[config.mk]
export PLATFORM = sky130hd
export DESIGN_NAME = xbus_decoder
export DESIGN_NICKNAME = d
export VERILOG_FILES = /design/src/rtl/xbus_pkg.sv /design/src/rtl/xbus_addr_dec.sv /design/src/rtl/xbus_ale_timer.sv /design/src/rtl/xbus_xcvr_ctl.sv /design/src/rtl/xbus_decoder.sv
export SDC_FILE = /design/constraint.sdc
export NUM_CORES = 1
export LEC_CHECK = 0
export BUFFER_PORTS_ARGS = -buffer_cell sky130_fd_sc_hd__buf_2
export CAP_MARGIN = 10
export CORE_MARGIN = 5
export CORE_UTILIZATION = 30
export CTS_CLUSTER_DIAMETER = 120
export CTS_CLUSTER_SIZE = 28
export DETAILED_ROUTE_END_ITERATION = 7
export PLACE_DENSITY = 0.75
export SYNTH_ARGS = -nofsm -noshare
export SYNTH_HDL_FRONTEND = slang
export SYNTH_SLANG_ARGS = --single-unit
[constraint.sdc]
create_clock -name clk -period 1.7 [get_ports clk]
set_clock_uncertainty 0.1 [all_clocks]
set_input_delay 0 -clock clk [delete_from_list [all_inputs] [get_ports clk]]
set_output_delay 0 -clock clk [all_outputs]
set_load 0.02 [all_outputs]
[src/rtl/xbus_pkg.sv]
package xbus_pkg;
   localparam int NUM_DEV  = 4;
   localparam int DEV_BIOS = 0;
   localparam int DEV_KBC  = 1;
   localparam int DEV_MC   = 2;
   localparam int DEV_RTC  = 3;

   localparam int NUM_PIN  = 5;
   localparam int PIN_ALE  = 0;
   localparam int PIN_RTC  = 1;
   localparam int PIN_KBC  = 2;
   localparam int PIN_XDIR = 3;
   localparam int PIN_XOE  = 4;
   // level of each reusable pin while reset is held
   localparam logic [NUM_PIN-1:0] PIN_IDLE = 5'b11110;
endpackage

[src/rtl/xbus_addr_dec.sv]
module xbus_addr_dec
   import xbus_pkg::*;
#(
   parameter int          IO_W      = 16,
   parameter logic [15:0] KBC_PORT0 = 16'h0060,
   parameter logic [15:0] KBC_PORT1 = 16'h0064,
   parameter logic [15:0] MC_PORT0  = 16'h0062,
   parameter logic [15:0] MC_PORT1  = 16'h0066,
   parameter logic [15:0] RTC_DATA  = 16'h0071,
   parameter logic [15:0] RTC_INDEX = 16'h0070
) (
   input  logic               clk,
   input  logic               rst_n,
   input  logic [16:0]        sa,
   input  logic [23:17]       la,
   input  logic               io_cmd,
   input  logic               mem_cmd,
   input  logic               dma_act,
   input  logic [NUM_DEV-1:0] dev_en,
   input  logic               bios_wide,
   output logic [NUM_DEV-1:0] hit,
   output logic [NUM_DEV-1:0] sel,
   output logic               index_hit
);
   localparam int ADDR_W = 24;

   initial begin
      assert (IO_W >= 8 && IO_W <= 16) else $fatal(1, "IO_W out of range");
   end

   logic [ADDR_W-1:0] addr;
   logic              io_top_zero;
   logic [IO_W-1:0]   io_low;
   logic              bios_range;
   logic [NUM_DEV-1:0] raw;

   assign addr        = {la, sa};
   assign io_low      = sa[IO_W-1:0];
   assign io_top_zero = (addr >> IO_W) == '0;

   // firmware window: bits 19:17 all ones, bit 16 set unless the wide option
   assign bios_range = ((addr[23:20] == 4'h0) || (addr[23:20] == 4'hF)) &&
                       (addr[19:17] == 3'b111) && (addr[16] || bios_wide);

   always_comb begin
      raw[DEV_BIOS] = bios_range;
      raw[DEV_KBC]  = io_top_zero && ((io_low == KBC_PORT0[IO_W-1:0]) ||
                                      (io_low == KBC_PORT1[IO_W-1:0]));
      raw[DEV_MC]   = io_top_zero && ((io_low == MC_PORT0[IO_W-1:0]) ||
                                      (io_low == MC_PORT1[IO_W-1:0]));
      raw[DEV_RTC]  = io_top_zero && (io_low == RTC_DATA[IO_W-1:0]);
   end

   assign index_hit = io_top_zero && (io_low == RTC_INDEX[IO_W-1:0]);

   genvar d;
   generate
      for (d = 0; d < NUM_DEV; d++) begin : g_dev
         if (d == DEV_BIOS) begin : g_mem
            assign hit[d] = raw[d] && dev_en[d] && !dma_act;
            assign sel[d] = hit[d] && mem_cmd;
         end else begin : g_io
            assign hit[d] = raw[d] && dev_en[d];
            assign sel[d] = hit[d] && io_cmd;
         end
      end
   endgenerate

   assert_cs_onehot_R1: assert property (@(posedge clk) disable iff (!rst_n)
      $onehot0(sel));
   assert_bios_no_dma_R3: assert property (@(posedge clk) disable iff (!rst_n)
      dma_act |-> !sel[DEV_BIOS]);
endmodule

[src/rtl/xbus_ale_timer.sv]
module xbus_ale_timer #(
   parameter int ALE_CYCLES = 2
) (
   input  logic clk,
   input  logic rst_n,
   input  logic iow_n,
   input  logic index_hit,
   output logic ale
);
   localparam int CW = $clog2(ALE_CYCLES + 1);
   localparam logic [CW-1:0] LOAD = CW'(ALE_CYCLES);

   initial begin
      assert (ALE_CYCLES >= 1) else $fatal(1, "ALE_CYCLES must be positive");
   end

   logic          iow_q;
   logic [CW-1:0] cnt;
   logic          start;

   assign start = iow_q && !iow_n && index_hit;

   always_ff @(posedge clk or negedge rst_n) begin
      if (!rst_n) begin
         iow_q <= 1'b1;
         cnt   <= '0;
      end else begin
         iow_q <= iow_n;
         if (start)
            cnt <= LOAD;
         else if (cnt != '0)
            cnt <= cnt - 1'b1;
      end
   end

   assign ale = (cnt != '0);

   // pulse length watch, independent of the load counter
   logic [CW:0] run_len;
   always_ff @(posedge clk or negedge rst_n) begin
      if (!rst_n) run_len <= '0;
      else if (!ale) run_len <= '0;
      else if (run_len != '1) run_len <= run_len + 1'b1;
   end

   assert_ale_start_R2: assert property (@(posedge clk) disable iff (!rst_n)
      start |=> ale);
   assert_ale_width_R2: assert property (@(posedge clk) disable iff (!rst_n)
      $fell(ale) |-> (run_len >= (CW+1)'(ALE_CYCLES)));
endmodule

[src/rtl/xbus_xcvr_ctl.sv]
module xbus_xcvr_ctl (
   input  logic clk,
   input  logic rst_n,
   input  logic isa_master,
   input  logic dma_act,
   input  logic dack_n,
   input  logic ior_n,
   input  logic memr_n,
   input  logic bios_hit,
   input  logic sel_any,
   input  logic hit_any,
   output logic xdir_f,
   output logic xoe_f
);
   logic held;

   // ISA-master cycles keep the enable until the address leaves the decode
   always_ff @(posedge clk or negedge rst_n) begin
      if (!rst_n) held <= 1'b0;
      else        held <= isa_master && hit_any && (held || sel_any);
   end

   always_comb begin
      if (dma_act) xdir_f = dack_n;
      else         xdir_f = !(!ior_n || (!memr_n && bios_hit));
   end

   assign xoe_f = !(sel_any || (held && isa_master && hit_any));

   assert_xoe_needs_hit_R6: assert property (@(posedge clk) disable iff (!rst_n)
      !xoe_f |-> hit_any);
   assert_xdir_ioread_R4: assert property (@(posedge clk) disable iff (!rst_n)
      (!dma_act && !ior_n) |-> !xdir_f);
endmodule

[src/rtl/xbus_decoder.sv]
module xbus_decoder
   import xbus_pkg::*;
#(
   parameter int ALE_CYCLES = 2,
   parameter int IO_W       = 16
) (
   input  logic          clk,
   input  logic          rst_n,
   input  logic [16:0]   sa,
   input  logic [23:17]  la,
   input  logic          ior_n,
   input  logic          iow_n,
   input  logic          memr_n,
   input  logic          memw_n,
   input  logic          dma_act,
   input  logic          dack_n,
   input  logic          isa_master,
   input  logic [3:0]    dev_en,
   input  logic          bios_wide,
   input  logic [4:0]    gpo_sel,
   input  logic [4:0]    gpo_val,
   output logic          bios_cs_n,
   output logic          kbc_cs_n,
   output logic          mc_cs_n,
   output logic          rtc_cs_n,
   output logic          rtc_ale,
   output logic          xdir_n,
   output logic          xoe_n
);
   logic [NUM_DEV-1:0] hit, sel;
   logic               index_hit, ale_f, xdir_f, xoe_f;
   logic [NUM_PIN-1:0] fn, pin;

   xbus_addr_dec #(.IO_W(IO_W)) u_dec (
      .clk(clk), .rst_n(rst_n), .sa(sa), .la(la),
      .io_cmd(!ior_n || !iow_n), .mem_cmd(!memr_n || !memw_n),
      .dma_act(dma_act), .dev_en(dev_en), .bios_wide(bios_wide),
      .hit(hit), .sel(sel), .index_hit(index_hit)
   );

   xbus_ale_timer #(.ALE_CYCLES(ALE_CYCLES)) u_ale (
      .clk(clk), .rst_n(rst_n), .iow_n(iow_n), .index_hit(index_hit),
      .ale(ale_f)
   );

   xbus_xcvr_ctl u_xcvr (
      .clk(clk), .rst_n(rst_n), .isa_master(isa_master), .dma_act(dma_act),
      .dack_n(dack_n), .ior_n(ior_n), .memr_n(memr_n),
      .bios_hit(hit[DEV_BIOS]), .sel_any(|sel), .hit_any(|hit),
      .xdir_f(xdir_f), .xoe_f(xoe_f)
   );

   always_comb begin
      fn           = '0;
      fn[PIN_ALE]  = ale_f;
      fn[PIN_RTC]  = !sel[DEV_RTC];
      fn[PIN_KBC]  = !sel[DEV_KBC];
      fn[PIN_XDIR] = xdir_f;
      fn[PIN_XOE]  = xoe_f;
   end

   genvar p;
   generate
      for (p = 0; p < NUM_PIN; p++) begin : g_pin
         assign pin[p] = !rst_n ? PIN_IDLE[p] : (gpo_sel[p] ? gpo_val[p] : fn[p]);
      end
   endgenerate

   assign rtc_ale   = pin[PIN_ALE];
   assign rtc_cs_n  = pin[PIN_RTC];
   assign kbc_cs_n  = pin[PIN_KBC];
   assign xdir_n    = pin[PIN_XDIR];
   assign xoe_n     = pin[PIN_XOE];
   assign bios_cs_n = !rst_n || !sel[DEV_BIOS];
   assign mc_cs_n   = !rst_n || !sel[DEV_MC];
endmodule

==> flow_metrics.tcl, run 1 <==
set metrics [dict create \
    syn_inst 58 \
    drc 0 \
    slew_violations 0 \
    synth_seq_cells 4 \
    drt_iter0_drc 7 \
    violations "setup timing" \
    rr_endpoint "u_ale.cnt[0]$_DFFE_PN0P_" \
    die_y_um 50.6 \
    cts_buffers 3 \
    io_buffers 54 \
    yosys.area.top_type "dfrtp_1" \
    worstHoldStart "sa[0]" \
    drive_gt1_share_pct 60.2 \
    finalCriticalPeriod_ps 1840 \
    critical-path-top-delay-family "simple AND/OR/NAND/NOR gates" \
    cts_sinks 4 \
    holdPathStages 4 \
    antenna_found_initial 0 \
    setup-tns-final_ps -553 \
    die_w_um 50.6 \
    irDropWorstVdd_v 0.000323 \
    r2r-start "u_ale.cnt[0]$_DFFE_PN0P_" \
    worst_slack_ps -136 \
    yosys-top-cells-count "5 x nand2_1, 4 x nand4_1, 4 x nor2_1, 4 x o21ai_1" \
    finalWirelength_um 2060 \
    synth_cell_types 33 \
    max_slew_margin_pct 75.5 \
    route.met3.wl_um 116 \
    synth.net_count 107 \
    path_cells "buf_6, or4_4, or3_4, a2111oi_4, and4bb_1, o21ai_2, buf_6" \
    synth-async-reset-ratio_pct 100 \
    vias 768 \
    cts_max_path_buffers 2 \
    crit_path_end_kind "output port" \
    io-pin-count 55 \
    grt_max_degree 9 \
    worstMarginPinSlew_ps 362 \
    highest_layer "met4" \
    synthesis.area_um2 494 \
    root_buffer "clkbuf_4" \
    dp_hpwl_um 1610 \
    wl_met1_um 777 \
    nNetsFinal 178 \
    drt_pass1_iterations 4 \
    synth-seq-area-share_pct 20.5 \
    finalCritPeriodShare_pct 108 \
    rsz0062_at_grt "yes" \
    fin_util_pct 63.0 \
    initial_core_util_pct 32.1 \
    clock_latency_ps 240 \
    rows 14 \
    grt_pass1_wl_um 3250 \
    wl_per_cell_um 14.3 \
    core_area_um2 1540 \
    hold_class "input port to flop" \
    yosysWarnings 0 \
    syn_area_per_cell_um2 8.52 \
    rrSetupSlack_ps 560 \
    worstHoldEndpoint "u_ale.cnt[1]$_DFFE_PN0P_" \
    synth_area_leaders "dfrtp_1 15%, a2111oi_4 5.6%, dfstp_2 5.3%" \
    n_fill_cell 139 \
    hold_slack_ps 32.8 \
    path_common_cell "buf_6" \
    cts_tree "built" \
    yosysMostFrequentCell "nand2_1" \
    clk_pin_slew_worst_paths_ps 50 \
    hold_viol 0 \
    critPathKind "input port to output port" \
    cts-htree-levels 1 \
    worst-path-buf-inv 2 \
    r2r_cells 4 \
    setup_violations 6 \
    place_congestion 0.795 \
    worst-path-max-fanout 4 \
    detail-route-antenna-nets 0 \
    grt_remaining_overflow 0 \
    power.density_nw_per_um2 558 \
    cap_violations 0 \
    worstPathRequired_ps 1600 \
    status "finished with violations" \
    n_antenna_cell 0 \
    routed_via_density 5.33 \
    cp-startpoint "la[22]" \
    worst_path_max_delay_cell "or4_4" \
    syn2layout_area_growth_pct 96.5 \
    synthFlopType "dfrtp_1" \
    slowest_delay_ps 530 \
    route.met2.wl_um 1100 \
    synth_edf_count 0 \
    synthDominantCellAreaShare_pct 15.2 \
    grt_usage_pct 16.0 \
    leakagePower_nw 0.461 \
    startpoint_type "input port" \
    dieArea_um2 2560 \
    critPathArrivalTime_ps 1740 \
    max_freq_mhz 545 \
    grt_pass1_vias 781 \
]
-- worst max path at each step --
stage | to | cells after the start
finish | kbc_cs_n | 7
detailed placement | kbc_cs_n | 7
floorplan | kbc_cs_n | 5
global placement | kbc_cs_n | 7
CTS | kbc_cs_n | 7
global route | kbc_cs_n | 7
-- metal layers --
layer	GRT usage (%)	vias to the layer above
met2	26.7	30
met4	9.79	0
li1	-	373
met3	3.55	6
met1	18.1	359
met5	0	-
-- final cells by class --
cell class / count / area [um2] / share of cell area [%]
Multi-Input combinational cell: 52 / 415 / 42.8
Timing Repair Buffer: 66 / 400 / 41.2
Sequential cell: 4 / 101 / 10.4
Clock buffer: 4 / 26.3 / 2.71
Tap cell: 16 / 20.0 / 2.06
Inverter: 2 / 7.51 / 0.773
-- sequential cells by signal, summed over array words and instances, names as in the netlist --
register     cells
u_xcvr.held      1
u_ale.cnt        2
u_ale.iow_q      1
-- through the flow --
step / setup WS (ps) / instances / area [um2] / power [W]
CTS: -133 / 143 / 937 / 0.000544
global placement: -234 / 135 / 841 / 0.000381
global route: -188 / 144 / 971 / 0.000594
finish: -136 / 144 / 971 / 0.000542
floorplan: 10.4 / 58 / 498 / 0.000287
detailed placement: -249 / 135 / 841 / 0.000396
-- layout by cell type (no fill, tap or decap), drive strengths merged, types with 2 or more instances in the layout --
master	netlist	final
nor4b	3	3
a21oi	2	2
a211oi	2	2
and2	3	3
dfrtp	3	3
buf	0	63
clkbuf	0	4
nand2	5	5
or4	2	2
dlygate4sd3	0	3
inv	2	2
o211ai	2	2
nor2	4	4
nor2b	3	3
nand4	4	4
or3	3	3
o21ai	6	6
a2111oi	2	2
-- report_power, final --
group	internal, W	switching (W)
logic	0.000150	0.000122
clock network	0.0000885	0.0000454
registers	0.000123	0.0000130
-- cell families after synthesis --
group                    Yosys count  share of synthesized area [%]
multiplexers                       1                           2.03
flip-flops                         4                           20.5
XOR/XNOR                           1                           1.77
AO/OA/AOI/OAI                     19                           31.9
adder cells (fa/ha/maj)            1                           2.53
buffers and inverters              2                           1.52
AND/OR/NAND/NOR                   30                           39.7
-- worst min-delay path: stages --
cell and delay [ps]:
buf_2 100, nor2_1 50, nand4_1 100, o211ai_1 80
-- repair_timing --
action / CTS / global route
hold buffers: 3 / 0
gates resized for setup: 8 / 7
pin swaps: 10 / 3
endpoints found under the setup margin: 6 / 6
hold endpoints to repair: 6 / 0
setup buffers: 1 / 1
Note: power is estimated with default switching activity, not from simulation.
==> run 2, diff against run 1 <==
--- a/config.mk
+++ b/config.mk
@@ -7,12 +7,13 @@
 export LEC_CHECK = 0
 export BUFFER_PORTS_ARGS = -buffer_cell sky130_fd_sc_hd__buf_2
 export CAP_MARGIN = 10
-export CORE_MARGIN = 5
+export CORE_MARGIN = 8
 export CORE_UTILIZATION = 30
 export CTS_CLUSTER_DIAMETER = 120
 export CTS_CLUSTER_SIZE = 28
 export DETAILED_ROUTE_END_ITERATION = 7
 export PLACE_DENSITY = 0.75
+export SKIP_CTS_REPAIR_TIMING = 1
 export SYNTH_ARGS = -nofsm -noshare
 export SYNTH_HDL_FRONTEND = slang
 export SYNTH_SLANG_ARGS = --single-unit
==> run 2 against run 1 <==
The run still ends with setup timing left. Final cell count decreased by 2.1%. Clock power decreased by 4%. Non-clock buffer count decreased by 3. Largest power group unchanged. Total power decreased by 1.3%. Cell area decreased by 4.3%. Via count decreased by 1.2%. Count of clock-buffer cells in the layout unchanged. Sequential power about the same. First-iteration DRC count decreased by 43%. Maximum frequency decreased by 0.77%.
==> flow_metrics.tcl, run 2 (synthesis results as in run 1) <==
set metrics [dict create \
    status "finished with violations" \
    violations "setup timing" \
    n_antenna_cell 0 \
    die_y_um 56.6 \
    final_cell_mix "50 x buf_2, 8 x buf_4, 5 x nand2_1, 4 x nand4_1, 4 x nor2_1" \
    largest_reg_flops 2 \
    worstMarginPinSlew_ps 398 \
    placed_cells 134 \
    core_area_um2 1520 \
    multi_input_area_um2 412 \
    place_congestion 0.750 \
    initial_core_util_pct 32.4 \
    clk_pin_slew_worst_paths_ps 40 \
    dp_hpwl_um 1770 \
    grt_remaining_overflow 0 \
    combPwrFrac_pct 50.9 \
    stdcell_area_um2 930 \
    cts_max_path_buffers 2 \
    switchingPower_w 0.000177 \
    max_freq_mhz 540 \
    grt_pass1_wl_um 3310 \
    drive_gt1_share_pct 58.4 \
    io_buffers 54 \
    p_int_w 0.000358 \
    hold_viol 0 \
    largest_register "u_ale.cnt" \
    p_sw_share_pct 33.1 \
    finalWirelength_um 2150 \
    critPathKind "input port to output port" \
    clock_latency_ps 230 \
    cap_violations 0 \
    antenna_found_initial 0 \
    seq_area_um2 101 \
    critPathArrivalTime_ps 1750 \
    reg.largest.list "u_ale.cnt (2), u_ale.iow_q (1), u_xcvr.held (1)" \
    drt_iter0_drc 4 \
    grt_max_degree 12 \
    cts_sinks 4 \
    routed_via_density 5.38 \
    irDropWorstVdd_v 0.000229 \
    rsz0062_at_grt "yes" \
    startpoint_type "input port" \
    slew_violations 0 \
    worstPathRequired_ps 1600 \
    leakagePower_nw 0.438 \
    power.density_nw_per_um2 575 \
    die_w_um 56.6 \
    syn2layout_area_growth_pct 88.1 \
    drt_pass1_iterations 3 \
    wl_per_cell_um 15.2 \
    finalCritPeriodShare_pct 109 \
    root_buffer "clkbuf_4" \
    setup_violations 6 \
    cts_buffers 3 \
    grt_pass1_vias 826 \
    placed_area_um2 833 \
    drc 0 \
    grt_usage_pct 12.4 \
    hold_class "input port to flop" \
    nNetsFinal 175 \
    worst_slack_ps -151 \
    dieArea_um2 3200 \
    cts-htree-levels 1 \
    crit_path_end_kind "output port" \
    finalCriticalPeriod_ps 1850 \
    hold_slack_ps 60.5 \
    vias 759 \
    rows 14 \
    io-pin-count 55 \
    pwr-share-seq_pct 25.3 \
    n_fill_cell 138 \
    final_common_cell "buf_2" \
    clockPowerShare_pct 23.9 \
    fin_cells 141 \
    detail-route-antenna-nets 0 \
    cts_tree "built" \
    max_slew_margin_pct 73.1 \
    worst-path-max-fanout 4 \
]
## run 2: area by class of cell
type	count	share of cell area (%)
Multi-Input combinational cell	52	44.3
Sequential cell	4	10.9
Inverter	2	0.808
Timing Repair Buffer	63	39.0
Tap cell	16	2.15
Clock buffer	4	2.83
## run 2: final timing paths
path	startpoint	to	slack [ps]	cells after the start
max in group asynchronous	rst_n	u_ale.iow_q$_DFF_PN1_	1090	2
hold / removal	sa[0]	u_ale.cnt[1]$_DFFE_PN0P_	60	4
setup / recovery	la[20]	rtc_cs_n	-150	7
setup reg to reg	u_ale.cnt[0]$_DFFE_PN0P_	u_ale.cnt[0]$_DFFE_PN0P_	550	4
hold reg to reg	u_ale.cnt[1]$_DFFE_PN0P_	u_ale.cnt[1]$_DFFE_PN0P_	410	2
min in group asynchronous	rst_n	u_xcvr.held$_DFF_PN0_	170	2
## run 2: power groups by stage
stage / clock network, W / logic (W) / registers, W
6_report: 0.000128 / 0.000272 / 0.000135
5_1_grt: 0.000144 / 0.000300 / 0.000138
2_1_floorplan: 0 / 0.000153 / 0.000134
4_1_cts: 0.000135 / 0.000261 / 0.000136
3_3_place_gp: 0 / 0.000242 / 0.000136
3_5_place_dp: 0 / 0.000258 / 0.000137
## run 2: critical path, stage by stage
cell and delay [ps]:
buf_2 110, or4_4 510, or3_4 450, a211oi_4 220
and4b_1 230, o21ai_1 70, buf_4 160
## run 2: per-layer routing
| metal | global-route usage [%] | part of all wire, % |
|---|---|---|
| met4 | 6.53 | 1.3 |
| met2 | 23.7 | 56 |
| met3 | 4.04 | 5.9 |
| met5 | 0 | 0 |
| met1 | 10.9 | 37 |
## run 2: metrics by stage
step	util (%)	TNS (ps)	power [W]	setup slack (ps)
5_1_grt	61.0	-771	0.000582	-194
6_report	61.0	-477	0.000535	-151
4_1_cts	56.4	-877	0.000532	-249
3_3_place_gp	54.7	-771	0.000378	-233
2_1_floorplan	-	0	0.000287	10.4
3_5_place_dp	54.7	-912	0.000395	-247
